File: src/rtl/lcd_col_pkg.sv
package lcd_col_pkg;

    typedef enum logic [1:0] {
        LVL_GND  = 2'b00,
        LVL_LMID = 2'b01,
        LVL_HMID = 2'b10,
        LVL_TOP  = 2'b11
    } lvl_e;

    typedef enum logic {
        FILL_ACTIVE = 1'b0,
        FILL_DONE   = 1'b1
    } fill_st_e;

    typedef enum logic [1:0] {
        DRV_DARK = 2'b00,
        DRV_HOLD = 2'b01,
        DRV_SHOW = 2'b10
    } drv_st_e;

    function automatic lvl_e lvl_of(input logic bit_on, input logic pol);
        lvl_e r;
        if (pol) r = bit_on ? LVL_TOP : LVL_HMID;
        else     r = bit_on ? LVL_GND : LVL_LMID;
        return r;
    endfunction

endpackage

File: src/rtl/lcd_fall_det.sv
module lcd_fall_det (
    input  logic clk,
    input  logic rst_n,
    input  logic sig,
    output logic fall
);
    logic seen_q;

    always_ff @(posedge clk or negedge rst_n) begin
        if (!rst_n) seen_q <= 1'b0;
        else        seen_q <= sig;
    end

    assign fall = seen_q & ~sig;
endmodule

File: src/rtl/lcd_fill_ctrl.sv
module lcd_fill_ctrl
    import lcd_col_pkg::*;
#(
    parameter int NCOL = 160,
    parameter int BUSW = 8
) (
    input  logic            clk,
    input  logic            rst_n,
    input  logic            shift_fall,
    input  logic            load_fall,
    input  logic            wide_mode,
    input  logic            fill_up,
    input  logic [BUSW-1:0] din,
    output logic [NCOL-1:0] data_q
);
    localparam int NARROW = BUSW / 2;
    localparam int PW     = $clog2(NCOL + 1);
    localparam int IW     = $clog2(BUSW);
    localparam int SW     = PW + 2;

    fill_st_e        st_q, st_d;
    logic [PW-1:0]   pos_q, pos_d;
    logic signed [SW-1:0] grp_w;
    logic signed [SW-1:0] pos_s;
    logic signed [SW-1:0] nxt_s;
    logic            wr_en;
    logic [NCOL-1:0] hit_v;
    logic [NCOL-1:0] bit_v;

    assign grp_w = wide_mode ? SW'(BUSW) : SW'(NARROW);
    assign pos_s = $signed({2'b00, pos_q});
    assign nxt_s = pos_s + grp_w;
    assign wr_en = shift_fall & ~load_fall & (st_q == FILL_ACTIVE);

    // state register
    always_ff @(posedge clk or negedge rst_n) begin
        if (!rst_n) begin
            st_q  <= FILL_ACTIVE;
            pos_q <= '0;
        end else begin
            st_q  <= st_d;
            pos_q <= pos_d;
        end
    end

    // next state
    always_comb begin
        st_d  = st_q;
        pos_d = pos_q;
        unique case (st_q)
            FILL_ACTIVE: begin
                if (load_fall) begin
                    pos_d = '0;
                end else if (wr_en) begin
                    if (nxt_s >= SW'(NCOL)) begin
                        pos_d = PW'(NCOL);
                        st_d  = FILL_DONE;
                    end else begin
                        pos_d = nxt_s[PW-1:0];
                    end
                end
            end
            FILL_DONE: begin
                if (load_fall) begin
                    pos_d = '0;
                    st_d  = FILL_ACTIVE;
                end
            end
            default: begin
                st_d  = FILL_ACTIVE;
                pos_d = '0;
            end
        endcase
    end

    // per-column write decode
    for (genvar c = 0; c < NCOL; c++) begin : g_col
        localparam logic [PW-1:0] UPV = PW'(c);
        localparam logic [PW-1:0] DNV = PW'(NCOL - 1 - c);
        logic signed [SW-1:0] off_c;
        assign off_c    = $signed({2'b00, (fill_up ? UPV : DNV)}) - pos_s;
        assign hit_v[c] = wr_en && (off_c >= 0) && (off_c < grp_w);
        assign bit_v[c] = din[off_c[IW-1:0]];
    end

    always_ff @(posedge clk or negedge rst_n) begin
        if (!rst_n) data_q <= '0;
        else        data_q <= (data_q & ~hit_v) | (bit_v & hit_v);
    end

    p_ptr_bound_r5: assert property (@(posedge clk) disable iff (!rst_n)
        pos_q <= PW'(NCOL));
    p_done_frozen_r5: assert property (@(posedge clk) disable iff (!rst_n)
        (st_q == FILL_DONE && !load_fall) |=> ($stable(data_q) && $stable(pos_q)));
    p_load_rewind_r4: assert property (@(posedge clk) disable iff (!rst_n)
        load_fall |=> (pos_q == '0 && st_q == FILL_ACTIVE));
    p_group_width_r1: assert property (@(posedge clk) disable iff (!rst_n)
        wr_en |-> ($countones(hit_v) <= BUSW));
endmodule

File: src/rtl/lcd_drive_ctrl.sv
module lcd_drive_ctrl
    import lcd_col_pkg::*;
#(
    parameter int NCOL = 160
) (
    input  logic              clk,
    input  logic              rst_n,
    input  logic              load_fall,
    input  logic              blank_n,
    input  logic              frame_pol,
    input  logic [NCOL-1:0]   data_q,
    output logic [2*NCOL-1:0] lvl_o
);
    drv_st_e         st_q, st_d;
    logic [NCOL-1:0] line_q, line_d;

    // state register
    always_ff @(posedge clk or negedge rst_n) begin
        if (!rst_n) begin
            st_q   <= DRV_HOLD;
            line_q <= '0;
        end else begin
            st_q   <= st_d;
            line_q <= line_d;
        end
    end

    always_comb begin
        st_d   = st_q;
        line_d = line_q;
        if (!blank_n) begin
            st_d   = DRV_DARK;
            line_d = '0;
        end else begin
            unique case (st_q)
                DRV_DARK: st_d = DRV_HOLD;
                DRV_HOLD: begin
                    if (load_fall) begin
                        line_d = data_q;
                        st_d   = DRV_SHOW;
                    end
                end
                DRV_SHOW: begin
                    if (load_fall) line_d = data_q;
                end
                default: st_d = DRV_HOLD;
            endcase
        end
    end

    // outputs
    for (genvar c = 0; c < NCOL; c++) begin : g_out
        always_comb begin
            unique case (st_q)
                DRV_DARK: lvl_o[2*c+1:2*c] = LVL_GND;
                DRV_HOLD: lvl_o[2*c+1:2*c] = lvl_of(1'b0, frame_pol);
                DRV_SHOW: lvl_o[2*c+1:2*c] = lvl_of(line_q[c], frame_pol);
                default:  lvl_o[2*c+1:2*c] = LVL_GND;
            endcase
        end
    end

    p_dark_clear_r7: assert property (@(posedge clk) disable iff (!rst_n)
        !blank_n |=> (line_q == '0 && lvl_o == '0));
    p_hold_empty_r9: assert property (@(posedge clk) disable iff (!rst_n)
        (st_q == DRV_HOLD) |-> (line_q == '0));
    p_show_load_r4: assert property (@(posedge clk) disable iff (!rst_n)
        (blank_n && load_fall && st_q != DRV_DARK) |=> (line_q == $past(data_q)));
    p_release_hold_r9: assert property (@(posedge clk) disable iff (!rst_n)
        (st_q == DRV_DARK && blank_n) |=> (st_q == DRV_HOLD || st_q == DRV_DARK));
endmodule

File: src/rtl/lcd_col_drv.sv
module lcd_col_drv
    import lcd_col_pkg::*;
#(
    parameter int NCOL = 160,
    parameter int BUSW = 8
) (
    input  logic              clk,
    input  logic              rst_n,
    input  logic              shift_clk,
    input  logic              row_load,
    input  logic              wide_mode,
    input  logic              fill_up,
    input  logic              blank_n,
    input  logic              frame_pol,
    input  logic [BUSW-1:0]   din,
    output logic [2*NCOL-1:0] seg_lvl
);
    logic            shift_fall;
    logic            load_fall;
    logic [NCOL-1:0] data_q;

    lcd_fall_det u_shift_edge (
        .clk  (clk),
        .rst_n(rst_n),
        .sig  (shift_clk),
        .fall (shift_fall)
    );

    lcd_fall_det u_load_edge (
        .clk  (clk),
        .rst_n(rst_n),
        .sig  (row_load),
        .fall (load_fall)
    );

    lcd_fill_ctrl #(.NCOL(NCOL), .BUSW(BUSW)) u_fill (
        .clk       (clk),
        .rst_n     (rst_n),
        .shift_fall(shift_fall),
        .load_fall (load_fall),
        .wide_mode (wide_mode),
        .fill_up   (fill_up),
        .din       (din),
        .data_q    (data_q)
    );

    lcd_drive_ctrl #(.NCOL(NCOL)) u_drive (
        .clk      (clk),
        .rst_n    (rst_n),
        .load_fall(load_fall),
        .blank_n  (blank_n),
        .frame_pol(frame_pol),
        .data_q   (data_q),
        .lvl_o    (seg_lvl)
    );

    p_single_edge_r1: assert property (@(posedge clk) disable iff (!rst_n)
        shift_fall |=> !shift_fall);
    p_row_edge_r4: assert property (@(posedge clk) disable iff (!rst_n)
        load_fall |=> !load_fall);
endmodule

File: config.mk
export PLATFORM = sky130hd
export DESIGN_NAME = lcd_col_drv
export DESIGN_NICKNAME = d
export VERILOG_FILES = /design/src/rtl/lcd_col_pkg.sv /design/src/rtl/lcd_fall_det.sv /design/src/rtl/lcd_fill_ctrl.sv /design/src/rtl/lcd_drive_ctrl.sv /design/src/rtl/lcd_col_drv.sv
export SDC_FILE = /design/constraint.sdc
export NUM_CORES = 1
export LEC_CHECK = 0
export BUFFER_PORTS_ARGS = -buffer_cell sky130_fd_sc_hd__buf_2
export CORE_UTILIZATION = 50
export CTS_CLUSTER_SIZE = 10
export DETAILED_ROUTE_END_ITERATION = 10
export HOLD_SLACK_MARGIN = 0.15
export PLACE_DENSITY_LB_ADDON = 0.08
export SYNTH_ARGS = -nofsm -noshare
export SYNTH_HDL_FRONTEND = slang
export SYNTH_HIERARCHICAL = 1
export SYNTH_SLANG_ARGS = --single-unit
File: constraint.sdc
create_clock -name clk -period 19 [get_ports clk]
set_input_delay 3.8 -clock clk [delete_from_list [all_inputs] [get_ports clk]]
set_output_delay 3.8 -clock clk [all_outputs]
set_load 0.01 [all_outputs]
==> metrics.txt <==
RSZ-0062 raised after global routing no; post-route ant nets 0; Starting Density 50.68%; Die Height 216.5 um; 1st-pass router iterations 6; Syn Area/Cell 8.832 sq um; worst min-delay path class reg2reg; CTS tree yes; residual DRC count 0; clock sinks 331; Main synth FF type dfrtp_1; GRT Util Overall 32.98%; row count slightly below 80; gpl congestion 0.9493; Via density 6.197; critical path peak fanout around 110; share of cells above drive strength 1 24.33%; Hold Slack 487.9 ps; Rel. slew slack 11.58%; fillers 4289; IO Port Bufs 335; nets between 2000 and 3000; Die W 216.5 um; crit path kind in2out; maximum vdd drop 0.00007453 V; outcome finished clean; Die Area around 47000 sq um; Detailed Route WL 78.71 mm; Vias between 20000 and 25000; largest area contributor in the synthesized netlist dfrtp_1; hold_buf cts 0; Post-CTS Setup Inserts 0; cell count after synthesis 2604; clock buffer depth 3; worst path required time 15200 ps; Worst EP arrival 6780 ps; Core ar. ~45000 sq um; initial antenna violation count 0; Power Dens Cells 102.3 nW/um^2; Leak Pwr 10.45 nW; pin count of the biggest net entering global routing 179; share of flip-flops with an asynchronous set or reset 100.0%; number of antenna diodes 0; clock latency on the worst-skew pair 570 ps; Tmin final 10580 ps; Hold Path Depth 1; reg2reg end u_fill/data_q[19]; HPWL Detailed 56.25 mm; Slew @ Worst Pin 1323 ps; top post-synthesis cells by count nand2_1 (543), dfrtp_1 (330), buf_4 (187); Netlist cell types 89; R2R cell count 7; CTS buffer count 40; vias in the first global route 18350; CP Launch Point frame_pol; 1st-iter DRT viols 1975; CTS clk-pin slew, worst paths approximately 60 ps; WHS Endpoint u_fill/data_q[72]; syn_nets 2658; Hold Crit Start u_fill/data_q[72]; post_cts resized 0; post-DR wirelength/cell between 20 and 25 um; first-pass GRT wire length 116.7 mm; CP endpoint kind output pin; global route overflow 0; cell area after synthesis ~23000 sq um; H-tree depth 2; FF-to-FF setup slack 14520 ps; Startpoint Class input port; Post-synth EDFFs 0; Root Driver clkbuf_16; area delta synth->final 6.963%; Yosys reg bits about 330; final hold violation count 0; I/O pin cnt between 300 and 400; Max-Cap Viols 0; Setup Viol. Count Final 0; fin crit share 55.70%; fmax ~94 MHz; top cell type's share of synthesized area 35.90%; Seq/Total Area, Yosys 36.02%; count leader, synth nand2_1; clk_skew 20.13 ps; reg2reg start u_fill/pos_q[7]; Total Neg Setup Slack 0 ps; Synth area leaders dfrtp_1 (36%), nand2_1 (8.9%), mux2_2 (7.6%); YS warnings 6; fin util between 50% and 60%; Max Slew Vio Count 0
## power by group
part           internal [mW]  total, mW  switching [mW]
combinational          0.313      0.886           0.573
clock                  0.407      0.699           0.292
sequential             0.846      0.932          0.0852
## metrics by stage
| step | cells | cell area (sq um) | power, mW | setup WS, ps |
|---|---|---|---|---|
| after floorplan | 2604 | 23000 | 1.578 | 1195 |
| after global placement | 3193 | 23430 | 1.792 | 8663 |
| after detailed placement | 3193 | 23430 | 1.811 | 8460 |
| after CTS | 3251 | 24600 | 2.516 | 8467 |
| after global routing | 3251 | 24600 | 2.639 | 8150 |
| final | 3251 | 24600 | 2.517 | 8417 |
## sequential cells by signal, summed over array words and instances, names as in the netlist
signal               cells
u_drive/line_q         160
u_drive/st_q             2
u_fill/data_q          160
u_fill/pos_q             6
u_fill/st_q              1
u_load_edge/seen_q       1
u_shift_edge/seen_q      1
## logic make-up (layout without fill, tap and decap cells)
| group | after synthesis | count (layout) | share of synthesized area (%) |
|---|---|---|---|
| AO/OA/AOI/OAI | 586 | 586 | 20.18 |
| XOR/XNOR | 17 | 17 | 0.6474 |
| adder cells (fa/ha/maj) | 38 | 38 | 2.100 |
| buffers and inverters | 400 | 447 | 10.43 |
| flip-flops | 331 | 331 | 36.02 |
| multiplexers | 176 | 176 | 8.976 |
| AND/OR/NAND/NOR | 1056 | 1056 | 21.65 |
## area by class of cell
class / instances / area [sq um] / share of cell area [%]
clock buffer: 54 / 1115 / 4.532
clock inverter: 4 / 58.81 / 0.2390
inverter: 22 / 82.58 / 0.3357
multi-input combinational: 1873 / 12370 / 50.26
sequential: 331 / 8284 / 33.67
tap: 600 / 750.7 / 3.052
timing repair buffer: 367 / 1944 / 7.904
## cells in the final DEF, fill, tap and decap left out, types with 52 or more instances in the layout
master,count
a21boi_0,63
a21boi_1,102
a21oi_1,52
a221oi_1,141
buf_2,332
dfrtp_1,330
mux2_2,156
nand2_1,543
nand2b_1,171
nand3_1,64
nor2_1,73
nor3_1,80
## layer usage
layer / track usage [%] / wire [um] / vias to the layer above
met5: 0 / 0 / -
met4: 14.11 / 3229 / 0
met3: 5.011 / 5160 / 143
met2: 49.33 / 35020 / 791
met1: 47.36 / 35300 / 10050
li1: - / - / 9166
## worst max-delay path by stage
| stage | endpoint | cells after the start |
|---|---|---|
| floorplan | seg_lvl[101] | 5 |
| global placement | seg_lvl[86] | 5 |
| detailed placement | seg_lvl[64] | 5 |
| CTS | seg_lvl[64] | 5 |
| global route | seg_lvl[82] | 5 |
| finish | seg_lvl[66] | 5 |
## worst max-delay path: stages
cell,delay [ps]
buf_4,350
nor2_4,1100
buf_4,920
a221oi_1,250
buf_2,220
No activity file was read; power rests on OpenSTA's default activity.
